==> config.mk <==
export PLATFORM = sky130hd
export DESIGN_NAME = desc_ring_tracker
export DESIGN_NICKNAME = d
export VERILOG_FILES = /design/src/rtl/desc_ring_pkg.sv /design/src/rtl/ring_ctrl.sv /design/src/rtl/ring_datapath.sv /design/src/rtl/desc_ring_tracker.sv
export SDC_FILE = /design/constraint.sdc
export NUM_CORES = 1
export LEC_CHECK = 0
export ABC_AREA = 1
export BUFFER_PORTS_ARGS = -buffer_cell sky130_fd_sc_hd__buf_2
export CAP_MARGIN = 30
export CORE_MARGIN = 4
export CORE_UTILIZATION = 50
export CTS_CLUSTER_DIAMETER = 200
export DETAILED_ROUTE_END_ITERATION = 10
export PLACE_DENSITY = 0.69
export SYNTH_ARGS = -nofsm -noshare
export SYNTH_HDL_FRONTEND = slang
export SYNTH_HIERARCHICAL = 1
export SYNTH_SLANG_ARGS = --single-unit
==> constraint.sdc <==
create_clock -name clk -period 7 [get_ports clk]
set_clock_uncertainty 0.2 [all_clocks]
set_input_delay 0.35 -clock clk [delete_from_list [all_inputs] [get_ports clk]]
set_output_delay 0.35 -clock clk [all_outputs]
set_load 0.01 [all_outputs]
==> src/rtl/desc_ring_pkg.sv <==
package desc_ring_pkg;

  // width of a batch count carried on the strobe bundle
  localparam int STEP_W = 16;

  typedef enum logic [2:0] {
    REG_SIZE  = 3'd0,
    REG_ADD   = 3'd1,
    REG_FREE  = 3'd2,
    REG_HALT  = 3'd3,
    REG_DONE  = 3'd4,
    REG_ALLOC = 3'd5
  } regSel_e;

  typedef struct packed {
    logic              addEn;
    logic [STEP_W-1:0] addCnt;
    logic              freeEn;
    logic [STEP_W-1:0] freeCnt;
    logic              fetchStep;
    logic              doneStep;
  } ringStrobe_t;

endpackage

==> src/rtl/ring_ctrl.sv <==
module ring_ctrl
  import desc_ring_pkg::*;
#(
  parameter int IDX_W     = 13,
  parameter int DONE_W    = 15,
  parameter int DEPTH_MAX = 1 << IDX_W,
  localparam int SIZE_W   = IDX_W + 1
) (
  input  logic              clk,
  input  logic              rstN,
  input  logic              regWrEn,
  input  logic [2:0]        regAddr,
  input  logic [31:0]       regWrData,
  output logic [31:0]       regRdData,
  input  logic              fetchGnt,
  input  logic              doneIn,
  input  logic              hasWork,
  input  logic [IDX_W-1:0]  prodIdx,
  input  logic [IDX_W-1:0]  reclaimIdx,
  input  logic [DONE_W-1:0] doneCnt,
  input  logic              freeErr,
  output logic              fetchReq,
  output logic [SIZE_W-1:0] queueSize,
  output ringStrobe_t       strobe
);

  logic haltReg;
  logic sizeOk;

  assign sizeOk = (regWrData != '0) && (regWrData <= 32'(DEPTH_MAX));

  always_ff @(posedge clk) begin
    if (!rstN) begin
      haltReg   <= 1'b1;
      queueSize <= SIZE_W'(DEPTH_MAX);
    end else if (regWrEn) begin
      if (regAddr == REG_HALT) haltReg <= regWrData[0];
      if (regAddr == REG_SIZE && sizeOk) queueSize <= regWrData[SIZE_W-1:0];
    end
  end

  assign fetchReq = hasWork && !haltReg;

  always_comb begin
    strobe           = '0;
    strobe.addEn     = regWrEn && (regAddr == REG_ADD);
    strobe.addCnt    = regWrData[STEP_W-1:0];
    strobe.freeEn    = regWrEn && (regAddr == REG_FREE);
    strobe.freeCnt   = regWrData[STEP_W-1:0];
    strobe.fetchStep = fetchReq && fetchGnt;
    strobe.doneStep  = doneIn;
  end

  always_comb begin
    regRdData = '0;
    case (regSel_e'(regAddr))
      REG_SIZE:  regRdData[SIZE_W-1:0] = queueSize;
      REG_HALT:  regRdData[0] = haltReg;
      REG_DONE: begin
        regRdData[DONE_W-1:0]  = doneCnt;
        regRdData[16 +: IDX_W] = reclaimIdx;
        regRdData[31]          = freeErr;
      end
      REG_ALLOC: regRdData[16 +: IDX_W] = prodIdx;
      default:   regRdData = '0;
    endcase
  end

endmodule

==> src/rtl/ring_datapath.sv <==
module ring_datapath
  import desc_ring_pkg::*;
#(
  parameter int IDX_W  = 13,
  parameter int DONE_W = 15,
  localparam int SIZE_W = IDX_W + 1,
  localparam int SUM_W  = STEP_W + 2
) (
  input  logic              clk,
  input  logic              rstN,
  input  ringStrobe_t       strobe,
  input  logic [SIZE_W-1:0] queueSize,
  output logic [IDX_W-1:0]  prodIdx,
  output logic [IDX_W-1:0]  fetchIdx,
  output logic [IDX_W-1:0]  reclaimIdx,
  output logic [DONE_W-1:0] doneCnt,
  output logic              freeErr,
  output logic              hasWork
);

  logic [STEP_W-1:0] pendCnt;
  logic [STEP_W-1:0] pendNext;
  logic [DONE_W-1:0] doneNext;
  logic [STEP_W-1:0] relStep;
  logic              overFree;
  logic [STEP_W:0]   doneSum;

  // advance an index by step (step not above the ring size), modulo size
  function automatic logic [IDX_W-1:0] wrapAdd(input logic [IDX_W-1:0]  base,
                                               input logic [STEP_W-1:0] step,
                                               input logic [SIZE_W-1:0] lim);
    logic [SUM_W-1:0] sum;
    sum = SUM_W'(base) + SUM_W'(step);
    if (sum >= SUM_W'(lim)) sum = sum - SUM_W'(lim);
    return sum[IDX_W-1:0];
  endfunction

  assign hasWork = (pendCnt != '0);

  always_comb begin
    pendNext = pendCnt - STEP_W'(strobe.fetchStep);
    if (strobe.addEn) pendNext = pendNext + strobe.addCnt;
  end

  always_comb begin
    doneSum  = (STEP_W+1)'(doneCnt) + (STEP_W+1)'(strobe.doneStep);
    overFree = strobe.freeEn && ((STEP_W+1)'(strobe.freeCnt) > doneSum);
    if (!strobe.freeEn) begin
      doneNext = doneSum[DONE_W-1:0];
      relStep  = '0;
    end else if (overFree) begin
      doneNext = '0;
      relStep  = doneSum[STEP_W-1:0];
    end else begin
      doneNext = DONE_W'(doneSum - (STEP_W+1)'(strobe.freeCnt));
      relStep  = strobe.freeCnt;
    end
  end

  always_ff @(posedge clk) begin
    if (!rstN) begin
      prodIdx    <= '0;
      fetchIdx   <= '0;
      reclaimIdx <= '0;
      pendCnt    <= '0;
      doneCnt    <= '0;
      freeErr    <= 1'b0;
    end else begin
      pendCnt <= pendNext;
      doneCnt <= doneNext;
      if (strobe.addEn)     prodIdx    <= wrapAdd(prodIdx, strobe.addCnt, queueSize);
      if (strobe.fetchStep) fetchIdx   <= wrapAdd(fetchIdx, STEP_W'(1), queueSize);
      if (strobe.freeEn)    reclaimIdx <= wrapAdd(reclaimIdx, relStep, queueSize);
      if (overFree)         freeErr    <= 1'b1;
    end
  end

endmodule

==> src/rtl/desc_ring_tracker.sv <==
module desc_ring_tracker
  import desc_ring_pkg::*;
#(
  parameter int IDX_W     = 13,
  parameter int DONE_W    = 15,
  parameter int DEPTH_MAX = 1 << IDX_W >> 1
) (
  input  logic             clk,
  input  logic             rstN,
  input  logic             regWrEn,
  input  logic [2:0]       regAddr,
  input  logic [31:0]      regWrData,
  output logic [31:0]      regRdData,
  output logic             fetchReq,
  output logic [IDX_W-1:0] fetchIdx,
  input  logic             fetchGnt,
  input  logic             doneIn
);

  localparam int SIZE_W = IDX_W + 1;

  ringStrobe_t       strobe;
  logic [SIZE_W-1:0] queueSize;
  logic              hasWork;
  logic [IDX_W-1:0]  prodIdx;
  logic [IDX_W-1:0]  reclaimIdx;
  logic [DONE_W-1:0] doneCnt;
  logic              freeErr;

  ring_ctrl #(.IDX_W(IDX_W), .DONE_W(DONE_W), .DEPTH_MAX(DEPTH_MAX)) uCtrl (
    .clk(clk), .rstN(rstN),
    .regWrEn(regWrEn), .regAddr(regAddr), .regWrData(regWrData), .regRdData(regRdData),
    .fetchGnt(fetchGnt), .doneIn(doneIn),
    .hasWork(hasWork), .prodIdx(prodIdx), .reclaimIdx(reclaimIdx),
    .doneCnt(doneCnt), .freeErr(freeErr),
    .fetchReq(fetchReq), .queueSize(queueSize), .strobe(strobe)
  );

  ring_datapath #(.IDX_W(IDX_W), .DONE_W(DONE_W)) uPath (
    .clk(clk), .rstN(rstN), .strobe(strobe), .queueSize(queueSize),
    .prodIdx(prodIdx), .fetchIdx(fetchIdx), .reclaimIdx(reclaimIdx),
    .doneCnt(doneCnt), .freeErr(freeErr), .hasWork(hasWork)
  );

endmodule

==> results summary <==
The area growth from synthesis to layout is 10.2%. The via count of the first global-routing pass is 9832. The max-slew violation count came to 0. Of the available clock period, the critical path in the final layout requires 0.950. The final layout net count came out at between 1500 and 2000. The final setup violation count came out at 0. In this run the tool buffered the top-level ports with a little over 80 buffer cells.

The number of antenna repair diodes came out at 0. By instance count, the cell type seen most on the critical path is sky130_fd_sc_hd__nand2_1. Of all nets on the critical path, the largest fanout is 13. The remaining routing DRC violations came out at 0. The max-cap violation count is 0.

The routed wirelength normalized by instance count came out at ~17 um. The global-route track usage on met3 came out at 0.0311. Of the post-synthesis cell area, the dominant cell type holds 0.168. The number of vias after detailed routing is around 11000. The hold violation count in the final report is 0. For this run, asynchronously set or reset flops after synthesis account for 0. The leading area contributor after synthesis is sky130_fd_sc_hd__dfxtp_1. The cell area power density came out at 131 mW/mm2. The total track usage came out at 0.277. Counting flops and latches in the post-synthesis netlist gives 86. At the end of routability-driven placement, the weighted congestion stood at 0.977. The cell sitting at the root of the clock tree is a sky130_fd_sc_hd__clkbuf_16. The count of boundary I/O pins is between 80 and 90. The critical path data required time is 7.02 ns.

The worst setup path is captured at a register. The routing layer with the top usage in global route is met2. The initial antenna violation count came to 0. The run finished with clean final reports. The share of final-layout standard cells stronger than drive strength 1 is 0.135.

For this block, the initial DRC count from the detailed router was approximately 1100. In this run, synthesis inferred 0 flip-flops with an integrated enable. The clock insertion delay at the later pin of the skew report is approximately 0.36 ns. Summed over all cells, the static leakage comes to 5.66 nW.

The via density per instance is about 5.5. The highest cell delay on the worst timing path came out at 0.37 ns. The number of placement rows is 52. For this configuration, the core starts out at a cell density of 0.507. The largest net degree at the start of global routing came out at 37. The worst setup path is of the reg2reg kind. The die covers around 0.023 mm2. The core outline area is ~0.02 mm2.

The clock tree synthesis step divided the H-tree into 3 levels. The first-pass GRT wire length came out at 49900 um. Yosys printed 6 warnings.

The fraction of met1 tracks used by global routing is 0.384. The tightest slew margin relative to the limit is 0.496. The number of clock buffers added by TritonCTS is 9. The clock-pin slew reported for the worst setup and hold paths after clock tree synthesis is approximately 0.080 ns. In this run the critical register-to-register path is captured at uPath/reclaimIdx[7]. The TritonCTS clock tree is yes.

For this run, the register share of the synthesized area comes to 0.168. After synthesis, the netlist uses between 50 and 60 different library cells. The pre-antenna-repair detailed-routing pass consisted of 6 iterations. Leaving out fill and tap cells, the most frequent cells in the layout are sky130_fd_sc_hd__nand2_1, sky130_fd_sc_hd__inv_1, sky130_fd_sc_hd__a21oi_1. The maximum clock insertion buffer count is 2. The global routing usage on met2 is 0.434. Across all register-to-register paths, the minimum setup slack is ~0.35 ns.

The CTS sink count is 86. After layout, the minimum clock period comes to 6.65 ns. For this run, the top clock speed supported by timing is 150 MHz. The worst-case IR drop observed on VDD is around 0.11 mV.

The library cell used most frequently in the layout, excluding fill and tap cells, is sky130_fd_sc_hd__nand2_1. The kind of launch point of the worst setup path is a register. In this run the worst hold path is classified as in2reg. The instance count of the mapped netlist came out at 1603. In the post-synthesis netlist, the biggest area contributors are sky130_fd_sc_hd__dfxtp_1, sky130_fd_sc_hd__ha_1, sky130_fd_sc_hd__nand2_1.

The width of the chip came out at ~150 um. The routed design has roughly 32000 um of wire. The height of the die is 151 um. The endpoint arrival time on the critical path came out at between 6 and 7 ns.

The sum of negative setup slack came out at 0 ns. Summed over all nets, the half-perimeter wirelength after detailed placement is 24300 um. The length in cells of the worst reg-to-reg path is 43. The endpoint of the worst hold-timing path is uCtrl/haltReg. The total overflow left after global routing is 0. The cell depth of the worst hold path is 3. For the pin with the worst max-slew slack, the measured transition is 0.753 ns. The largest individual stage delay along the critical path comes from the cell sky130_fd_sc_hd__fa_2.

The synthesized netlist occupies a cell area of 0.0103 mm2. Power comes to 1.49 mW. In this run the most critical hold path is launched from regWrEn. Among all flip-flop cells after synthesis, the most frequent one is sky130_fd_sc_hd__dfxtp_1. The mean instance size in the synthesized netlist came out at 6.41 um2. In this run the critical register-to-register path is launched from uPath/doneCnt[0].

In this run the remaining antenna-violating nets after routing total 0.
==> synth_stat cells (14+ instances only) <==
cell and instances:
sky130_fd_sc_hd__o21ai_1 16, sky130_fd_sc_hd__nand2_1 278, sky130_fd_sc_hd__a21oi_1 180, sky130_fd_sc_hd__buf_4 36, sky130_fd_sc_hd__o21bai_1 16, sky130_fd_sc_hd__nor2_1 118
sky130_fd_sc_hd__xor2_1 69, sky130_fd_sc_hd__nor3_1 14, sky130_fd_sc_hd__o21ai_0 98, sky130_fd_sc_hd__nand3_1 114, sky130_fd_sc_hd__or2_2 15, sky130_fd_sc_hd__dfxtp_1 86
sky130_fd_sc_hd__xnor2_1 24, sky130_fd_sc_hd__nand2_2 16, sky130_fd_sc_hd__ha_1 116, sky130_fd_sc_hd__inv_1 251, sky130_fd_sc_hd__clkbuf_1 31
==> cells by family (layout without fill, tap and decap cells) <==
kind of cell | count (synthesis) | in the layout | share of synthesized area
buf+inv | 337 | 388 | 0.139
simple gates | 603 | 603 | 0.265
fa+ha+maj | 123 | 123 | 0.155
other cells | 1 | 3 | 0.000365
flops | 86 | 86 | 0.168
compound gates | 359 | 359 | 0.192
xor+xnor | 94 | 94 | 0.0809
==> stage by stage <==
stage | area, um2 | hold slack (ns) | setup WS [ns] | utilization | cells
finish | 11300 | 0.169 | 0.352 | 0.559 | 1926
global route | 11300 | 0.191 | -0.0585 | 0.559 | 1926
CTS | 11000 | 0.157 | 0.0329 | 0.545 | 1914
detailed placement | 10700 | 0.273 | -0.143 | 0.529 | 1897
global placement | 10700 | 0.256 | 0.0916 | 0.529 | 1897
floorplan | 10300 | 0.240 | 0.551 | - | 1605
==> state kept, by name (all words and copies together), names as in the netlist <==
signal	flops
uPath/fetchIdx	13
uCtrl/haltReg	1
uPath/freeErr	1
uPath/pendCnt	16
uPath/doneCnt	15
uPath/reclaimIdx	13
uPath/prodIdx	13
uCtrl/queueSize	14
==> layout make-up <==
type                       instances  area, um2
timing repair buffer             113        667
multi-input combinational       1182       7320
clock inverter                     5       57.6
sequential                        86       1720
inverter                         259        972
tap                              270        338
fill                            2032       8910
clock buffer                      11        243
==> routing by layer <==
layer  up-vias  wire (um)
met5         -          0
met1      4868      14200
met3        73       2420
met2       408      14000
li1       5297          -
met4         0       1260
==> worst max-delay path by stage <==
| stage | from | end | slack [ns] | cells past startpoint |
|---|---|---|---|---|
| after floorplan | doneIn | uPath/reclaimIdx[4] | 0.55 | 44 |
| after global placement | doneIn | uPath/reclaimIdx[1] | 0.09 | 41 |
| after detailed placement | doneIn | uPath/reclaimIdx[0] | -0.14 | 41 |
| after CTS | uPath/doneCnt[0] | uPath/reclaimIdx[0] | 0.03 | 40 |
| after global routing | uPath/doneCnt[0] | uPath/reclaimIdx[10] | -0.06 | 42 |
| final | uPath/doneCnt[0] | uPath/reclaimIdx[7] | 0.35 | 43 |
==> power by group <==
group          switching, mW  internal (mW)
combinational          0.286          0.174
clock                  0.223          0.288
sequential            0.0147          0.503
==> critical path, delay by kind of cell, from the launching register on <==
kind	cells	cell delay, ns
adder cells (fa/ha/maj)	6	1.52
AO/OA/AOI/OAI	8	1.05
AND/OR/NAND/NOR	22	2.50
buffers and inverters	5	0.50
flip-flops	1	0.36
XOR/XNOR	2	0.36
==> timing repair <==
action                     4_1_cts  5_1_grt
cloned                           0        0
resized for setup                0       44
hold buffers                     0        0
setup endpoints to repair       13       13
setup buffers                    1       12
pin swaps                        1       24
Power figures use the tool's default switching activity.
